[src/rtl/pwmtb_pkg.sv]
package pwmtb_pkg;

    typedef enum logic [1:0] {
        CM_UP   = 2'd0,
        CM_DOWN = 2'd1,
        CM_UPDN = 2'd2,
        CM_HOLD = 2'd3
    } cmode_e;

    typedef enum logic [1:0] {
        RUN_HALT      = 2'd0,
        RUN_CYCLE_END = 2'd1,
        RUN_FREE_ALT  = 2'd2,
        RUN_FREE      = 2'd3
    } runmode_e;

    // Control word, MSB first: run(15:14) rsv(13) pow(12:10) lin(9:7)
    // rsv(6:4) direct(3) rsv(2) mode(1:0)
    typedef struct packed {
        runmode_e   run;
        logic       rsv_hi;
        logic [2:0] pow;
        logic [2:0] lin;
        logic [2:0] rsv_mid;
        logic       direct;
        logic       rsv_lo;
        cmode_e     mode;
    } ctrl_t;

endpackage

[src/rtl/pwmtb_prescaler.sv]
module pwmtb_prescaler #(
    parameter int POW_W = 3,
    parameter int LIN_W = 3
) (
    input  logic             clk,
    input  logic             rst_n,
    input  logic [POW_W-1:0] pow_i,
    input  logic [LIN_W-1:0] lin_i,
    output logic             tick_o
);
    localparam int FW = (1 << POW_W) - 1 + LIN_W + 2;

    typedef struct packed {
        logic [FW-1:0]    cnt;
        logic [POW_W-1:0] pow;
        logic [LIN_W-1:0] lin;
    } pre_st_t;

    pre_st_t       st_d, st_q;
    logic [FW-1:0] lin_fac;
    logic [FW-1:0] factor;
    logic          changed;

    always_comb begin
        lin_fac = (lin_i == '0) ? FW'(1) : FW'({lin_i, 1'b0});
        factor  = lin_fac << pow_i;
        changed = (pow_i != st_q.pow) || (lin_i != st_q.lin);
        tick_o  = !changed && (st_q.cnt == factor - FW'(1));
        st_d     = st_q;
        st_d.pow = pow_i;
        st_d.lin = lin_i;
        if (changed || tick_o) st_d.cnt = '0;
        else                   st_d.cnt = st_q.cnt + FW'(1);
    end

    always_ff @(posedge clk) begin
        if (!rst_n) st_q <= '0;
        else        st_q <= st_d;
    end

    // with a factor above one, two ticks are never adjacent
    p_tick_gap_r3: assert property (@(posedge clk) disable iff (!rst_n)
        (tick_o && factor != FW'(1)) |=> !tick_o);

endmodule

[src/rtl/pwmtb_regs.sv]
module pwmtb_regs
    import pwmtb_pkg::*;
#(
    parameter int W = 16
) (
    input  logic         clk,
    input  logic         rst_n,
    input  logic         wr_en,
    input  logic         wr_sel,
    input  logic [W-1:0] wr_data,
    input  logic         zero_evt_i,
    output ctrl_t        ctrl_o,
    output logic [W-1:0] prd_o
);
    typedef struct packed {
        ctrl_t        ctrl;
        logic [W-1:0] shadow;
        logic [W-1:0] active;
    } reg_st_t;

    reg_st_t st_d, st_q;
    logic    wr_ctrl, wr_prd;

    always_comb begin
        wr_ctrl = wr_en && !wr_sel;
        wr_prd  = wr_en &&  wr_sel;
        st_d    = st_q;
        if (wr_ctrl) st_d.ctrl = ctrl_t'(wr_data[15:0]);
        if (wr_prd) st_d.shadow = wr_data;
        if (wr_prd && st_q.ctrl.direct) st_d.active = wr_data;
        else if (zero_evt_i)            st_d.active = st_q.shadow;
    end

    always_ff @(posedge clk) begin
        if (!rst_n) st_q <= '0;
        else        st_q <= st_d;
    end

    assign ctrl_o = st_q.ctrl;
    assign prd_o  = st_q.active;

    // the active period only moves on a direct write or a zero step
    p_shadow_hold_r9: assert property (@(posedge clk) disable iff (!rst_n)
        (!zero_evt_i && !(wr_prd && st_q.ctrl.direct)) |=> $stable(prd_o));
    // a direct write shows on the next clock
    p_direct_load_r9: assert property (@(posedge clk) disable iff (!rst_n)
        (wr_prd && st_q.ctrl.direct) |=> (prd_o == $past(wr_data)));

endmodule

[src/rtl/pwmtb_counter.sv]
module pwmtb_counter
    import pwmtb_pkg::*;
#(
    parameter int W = 16
) (
    input  logic         clk,
    input  logic         rst_n,
    input  ctrl_t        ctrl_i,
    input  logic [W-1:0] prd_i,
    input  logic         tick_i,
    output logic         zero_evt_o,
    output logic [W-1:0] cnt_o,
    output logic         zero_o,
    output logic         peak_o,
    output logic         down_o
);
    typedef struct packed {
        logic [W-1:0] cnt;
        logic         down;
        logic         zero;
        logic         peak;
        logic         held;
    } cnt_st_t;

    cnt_st_t      st_d, st_q;
    logic         step;
    logic [W-1:0] nxt;
    logic         nxt_down;

    always_comb begin
        step = tick_i && (ctrl_i.mode != CM_HOLD) && (ctrl_i.run != RUN_HALT)
               && !(ctrl_i.run == RUN_CYCLE_END && st_q.held);
        nxt      = st_q.cnt;
        nxt_down = st_q.down;
        case (ctrl_i.mode)
            CM_UP: begin
                nxt_down = 1'b0;
                nxt = (st_q.cnt >= prd_i) ? '0 : st_q.cnt + W'(1);
            end
            CM_DOWN: begin
                nxt_down = 1'b1;
                nxt = (st_q.cnt == '0) ? prd_i : st_q.cnt - W'(1);
            end
            CM_UPDN: begin
                if (!st_q.down) begin
                    if (st_q.cnt >= prd_i) begin
                        nxt_down = (prd_i != '0);
                        nxt      = (st_q.cnt == '0) ? '0 : st_q.cnt - W'(1);
                    end else begin
                        nxt = st_q.cnt + W'(1);
                    end
                end else begin
                    if (st_q.cnt == '0) begin
                        nxt_down = 1'b0;
                        nxt      = (prd_i == '0) ? '0 : W'(1);
                    end else begin
                        nxt = st_q.cnt - W'(1);
                    end
                end
            end
            default: ;
        endcase

        zero_evt_o = step && (nxt == '0);
        st_d       = st_q;
        st_d.zero  = zero_evt_o;
        st_d.peak  = step && (nxt == prd_i);
        if (step) begin
            st_d.cnt  = nxt;
            st_d.down = nxt_down;
        end
        if (ctrl_i.run != RUN_CYCLE_END) st_d.held = 1'b0;
        else if (zero_evt_o)             st_d.held = 1'b1;
    end

    always_ff @(posedge clk) begin
        if (!rst_n) st_q <= '0;
        else        st_q <= st_d;
    end

    assign cnt_o  = st_q.cnt;
    assign zero_o = st_q.zero;
    assign peak_o = st_q.peak;
    assign down_o = st_q.down;

    // frozen mode keeps the count
    p_freeze_r7: assert property (@(posedge clk) disable iff (!rst_n)
        (ctrl_i.mode == CM_HOLD) |=> $stable(cnt_o));
    // halt run mode keeps the count
    p_halt_r10: assert property (@(posedge clk) disable iff (!rst_n)
        (ctrl_i.run == RUN_HALT) |=> $stable(cnt_o));
    // the zero strobe only comes with a zero count
    p_zero_val_r8: assert property (@(posedge clk) disable iff (!rst_n)
        zero_o |-> (cnt_o == '0));
    // the peak strobe only comes with the period value
    p_peak_val_r8: assert property (@(posedge clk) disable iff (!rst_n)
        peak_o |-> (cnt_o == $past(prd_i)));
    // an up step adds one or wraps to zero
    p_up_step_r4: assert property (@(posedge clk) disable iff (!rst_n)
        (step && ctrl_i.mode == CM_UP) |=>
        (cnt_o == $past(cnt_o) + W'(1) || cnt_o == '0));
    // down mode reports the down direction
    p_down_dir_r6: assert property (@(posedge clk) disable iff (!rst_n)
        (step && ctrl_i.mode == CM_DOWN) |=> down_o);

endmodule

[src/rtl/pwm_timebase.sv]
module pwm_timebase
    import pwmtb_pkg::*;
#(
    parameter int W     = 16,
    parameter int POW_W = 3,
    parameter int LIN_W = 3
) (
    input  logic         clk,
    input  logic         rst_n,
    input  logic         wr_en,
    input  logic         wr_sel,
    input  logic [W-1:0] wr_data,
    output logic [W-1:0] count_o,
    output logic         zero_o,
    output logic         peak_o,
    output logic         down_o
);
    ctrl_t        ctrl;
    logic [W-1:0] prd;
    logic         tick;
    logic         zero_evt;

    pwmtb_regs #(.W(W)) u_regs (
        .clk        (clk),
        .rst_n      (rst_n),
        .wr_en      (wr_en),
        .wr_sel     (wr_sel),
        .wr_data    (wr_data),
        .zero_evt_i (zero_evt),
        .ctrl_o     (ctrl),
        .prd_o      (prd)
    );

    pwmtb_prescaler #(.POW_W(POW_W), .LIN_W(LIN_W)) u_pre (
        .clk    (clk),
        .rst_n  (rst_n),
        .pow_i  (ctrl.pow[POW_W-1:0]),
        .lin_i  (ctrl.lin[LIN_W-1:0]),
        .tick_o (tick)
    );

    pwmtb_counter #(.W(W)) u_cnt (
        .clk        (clk),
        .rst_n      (rst_n),
        .ctrl_i     (ctrl),
        .prd_i      (prd),
        .tick_i     (tick),
        .zero_evt_o (zero_evt),
        .cnt_o      (count_o),
        .zero_o     (zero_o),
        .peak_o     (peak_o),
        .down_o     (down_o)
    );

endmodule

[config.mk]
export PLATFORM = sky130hd
export DESIGN_NAME = pwm_timebase
export DESIGN_NICKNAME = d
export VERILOG_FILES = /design/src/rtl/pwmtb_pkg.sv /design/src/rtl/pwmtb_prescaler.sv /design/src/rtl/pwmtb_regs.sv /design/src/rtl/pwmtb_counter.sv /design/src/rtl/pwm_timebase.sv
export SDC_FILE = /design/constraint.sdc
export NUM_CORES = 1
export LEC_CHECK = 0
export ABC_AREA = 1
export BUFFER_PORTS_ARGS = -buffer_cell sky130_fd_sc_hd__buf_2
export CAP_MARGIN = 20
export CORE_ASPECT_RATIO = 2
export CORE_UTILIZATION = 40
export DETAILED_ROUTE_END_ITERATION = 8
export SETUP_SLACK_MARGIN = 0.02
export SYNTH_ARGS = -nofsm -noshare
export SYNTH_HDL_FRONTEND = slang
export SYNTH_HIERARCHICAL = 1
export SYNTH_SLANG_ARGS = --single-unit
[constraint.sdc]
create_clock -name clk -period 4.6 [get_ports clk]
set_clock_uncertainty 0.05 [all_clocks]
set_input_delay 1.15 -clock clk [delete_from_list [all_inputs] [get_ports clk]]
set_output_delay 1.15 -clock clk [all_outputs]
set_load 0.03 [all_outputs]
==> qor.yml <==
hold_path:
  hp-class: "reg2reg"
place:
  io_buffers: 38
  place_congestion: 0.997
  placed_cells: 1371
  dp_hpwl_um: 20200
timing:
  setup_violations: 0
  period_minus_slack_ns: 4.06
  worstMarginPinSlew_ns: 0.761
  clock.fmax_ghz: 0.246
  relSlewSlack_pct: 49.2
  grt_setup_unrepaired: "false"
  finalCritPeriodShare_pct: 88.3
  hold_viol: 0
  tns_ns: 0
  slew_viol_final: 0
clock_tree:
  clk_path_buf_depth: 2
  cts_buffers: 9
  post_cts_resized: 0
  clkSinkCount: 81
  htree_levels: 3
  cts_root_buf: "clkbuf_16"
  cts_setup_buffers: 0
  cts_tree: "done"
  clk_pin_slew_ns: 0.07
  clock_latency_ns: 0.35
  hold_buffers: 0
synthesis:
  syn-cell-area_sq_um: 7260
  synth_cells: 1181
  synth_fp_nets: 1225
  ys_warn_count: 6
  syn_area_per_cell_sq_um: 6.15
die:
  core-area_sq_um: 17800
  rows: 69
  fp.dieArea_sq_um: 18700
  die_x_um: 97.3
  io-pin-count: 39
  die_h_um: 193
  start_util_pct: 40.8
finish:
  layout-drive-gt1-share_pct: 16.4
  antennaDiodeCount: 0
  area_growth_pct: 5.00
  seq_area_sq_um: 1620
  fill_cells: 1923
  multiInputGateArea_sq_um: 4380
  layout.cells.non_filler: 1387
  final_nets: 1213
setup_path:
  worst_path_largest_cell_delay_ns: 0.40
  cpMaxStageDelayCell: "dfxtp_1"
  worst-setup-path-type: "reg2reg"
  endpoint_kind: "flip-flop"
  cp.arrival_ns: 4.23
  cp.required_ns: 4.76
  crit_chain: "nor2_2, nand3_1, nor2_2, inv_2, ha_1, xor2_1, nand3_1, a21oi_1, nand3_1, nor2_2, nand3_2, nor2_1, nand2_1, nor2_1, nand2_1, nor2_2, nand2_2, nor2_4, inv_1, nand2_4, nor2_1, nor2_1, nor2_1"
  cpMostUsedCell: "nor2_1"
  cp-start-kind: "flip-flop"
  path_max_fanout: 16
route:
  wl_um: 24600
  wl_per_cell_um: 17.7
  drc: 0
  first_iter_violations: 398
  vias_per_cell: 5.18
  first_pass_iters: 5
  final_antenna_net_count: 0
  num_vias: 7187
global_route:
  grt_pass1_vias: 7146
  grt_use_total_pct: 26.9
  overflow: 0
  grt_max_degree: 24
  antenna_found_initial: 0
  grt_pass1_wl_um: 38200
pwr:
  powerDensity_nw_per_um2: 260
  p_leak_nw: 3.89
  ir_worst_vdd_v: 0.000205
run:
  cap_violations: 0
status:
  status: "finished, final reports clean"
==> power breakdown <==
part	total [mW]	internal [mW]	switching, mW
combinational	0.387	0.122	0.266
clock	0.843	0.534	0.309
sequential	0.750	0.723	0.0269
total	1.98	1.38	0.601
==> critical path, delay by kind of cell (launching register included) <==
kind                     cells  cell delay (ns)
AO/OA/AOI/OAI                1             0.22
XOR/XNOR                     1             0.17
flip-flops                   1             0.40
adder cells (fa/ha/maj)      1             0.30
buffers and inverters        2             0.18
AND/OR/NAND/NOR             18             2.57
==> state kept, by name, summed over array words and instances (netlist names), 11 cells and up <==
register	cells
u_pre/st_q	18
u_cnt/cnt_o	16
u_regs/prd_o	16
u_regs/st_q	16
u_regs/ctrl_o	11
==> metal layers <==
metal,vias to the layer above,share of wire (%),global-route usage [%]
met5,-,0,0
met4,0,10,25.5
met3,118,3.3,2.93
met2,238,56,54.8
met1,3201,30,21.4
li1,3630,-,-
==> cell usage in the layout (no fill, tap or decap), drive strengths merged, types with 24 or more instances in the layout <==
master / n
nand2: 324
nor2: 221
inv: 165
nand3: 89
dfxtp: 81
o21ai: 67
buf: 62
nand4: 40
xor2: 28
a21oi: 24
ha: 24
==> layout make-up <==
type	count	share of cell area, %
multi-input cells	847	57.5
flip-flops and latches	81	21.3
inverters	168	8.37
repair buffers	62	4.86
well taps	213	3.49
clock buffers	10	3.00
clock inverters	6	1.51
==> final timing paths <==
check,cells past startpoint,endpoint,startpoint,slack [ns]
worst max register to register,23,u_regs/prd_o[6]$_SDFFE_PN0P_,u_regs/ctrl_o[7]$_SDFFE_PN0P_,0.54
worst min-delay path,2,u_cnt/st_q[0]$_SDFFE_PP0P_,u_cnt/st_q[0]$_SDFFE_PP0P_,0.43
worst max-delay path,23,u_regs/prd_o[6]$_SDFFE_PN0P_,u_regs/ctrl_o[7]$_SDFFE_PN0P_,0.54
worst min register to register,2,u_cnt/st_q[0]$_SDFFE_PP0P_,u_cnt/st_q[0]$_SDFFE_PP0P_,0.43
==> stage by stage <==
step	setup WS (ns)	total power [mW]	cell area (sq um)	utilization, %	hold slack [ns]
final	0.537	1.98	7630	42.9	0.428
after global routing	0.123	2.06	7630	42.9	0.456
after CTS	0.305	1.99	7620	42.8	0.430
after detailed placement	0.326	1.15	7270	40.9	0.413
after global placement	0.289	1.14	7270	40.9	0.408
after floorplan	1.21	1.05	7260	-	0.390
Power figures use the tool's default switching activity.
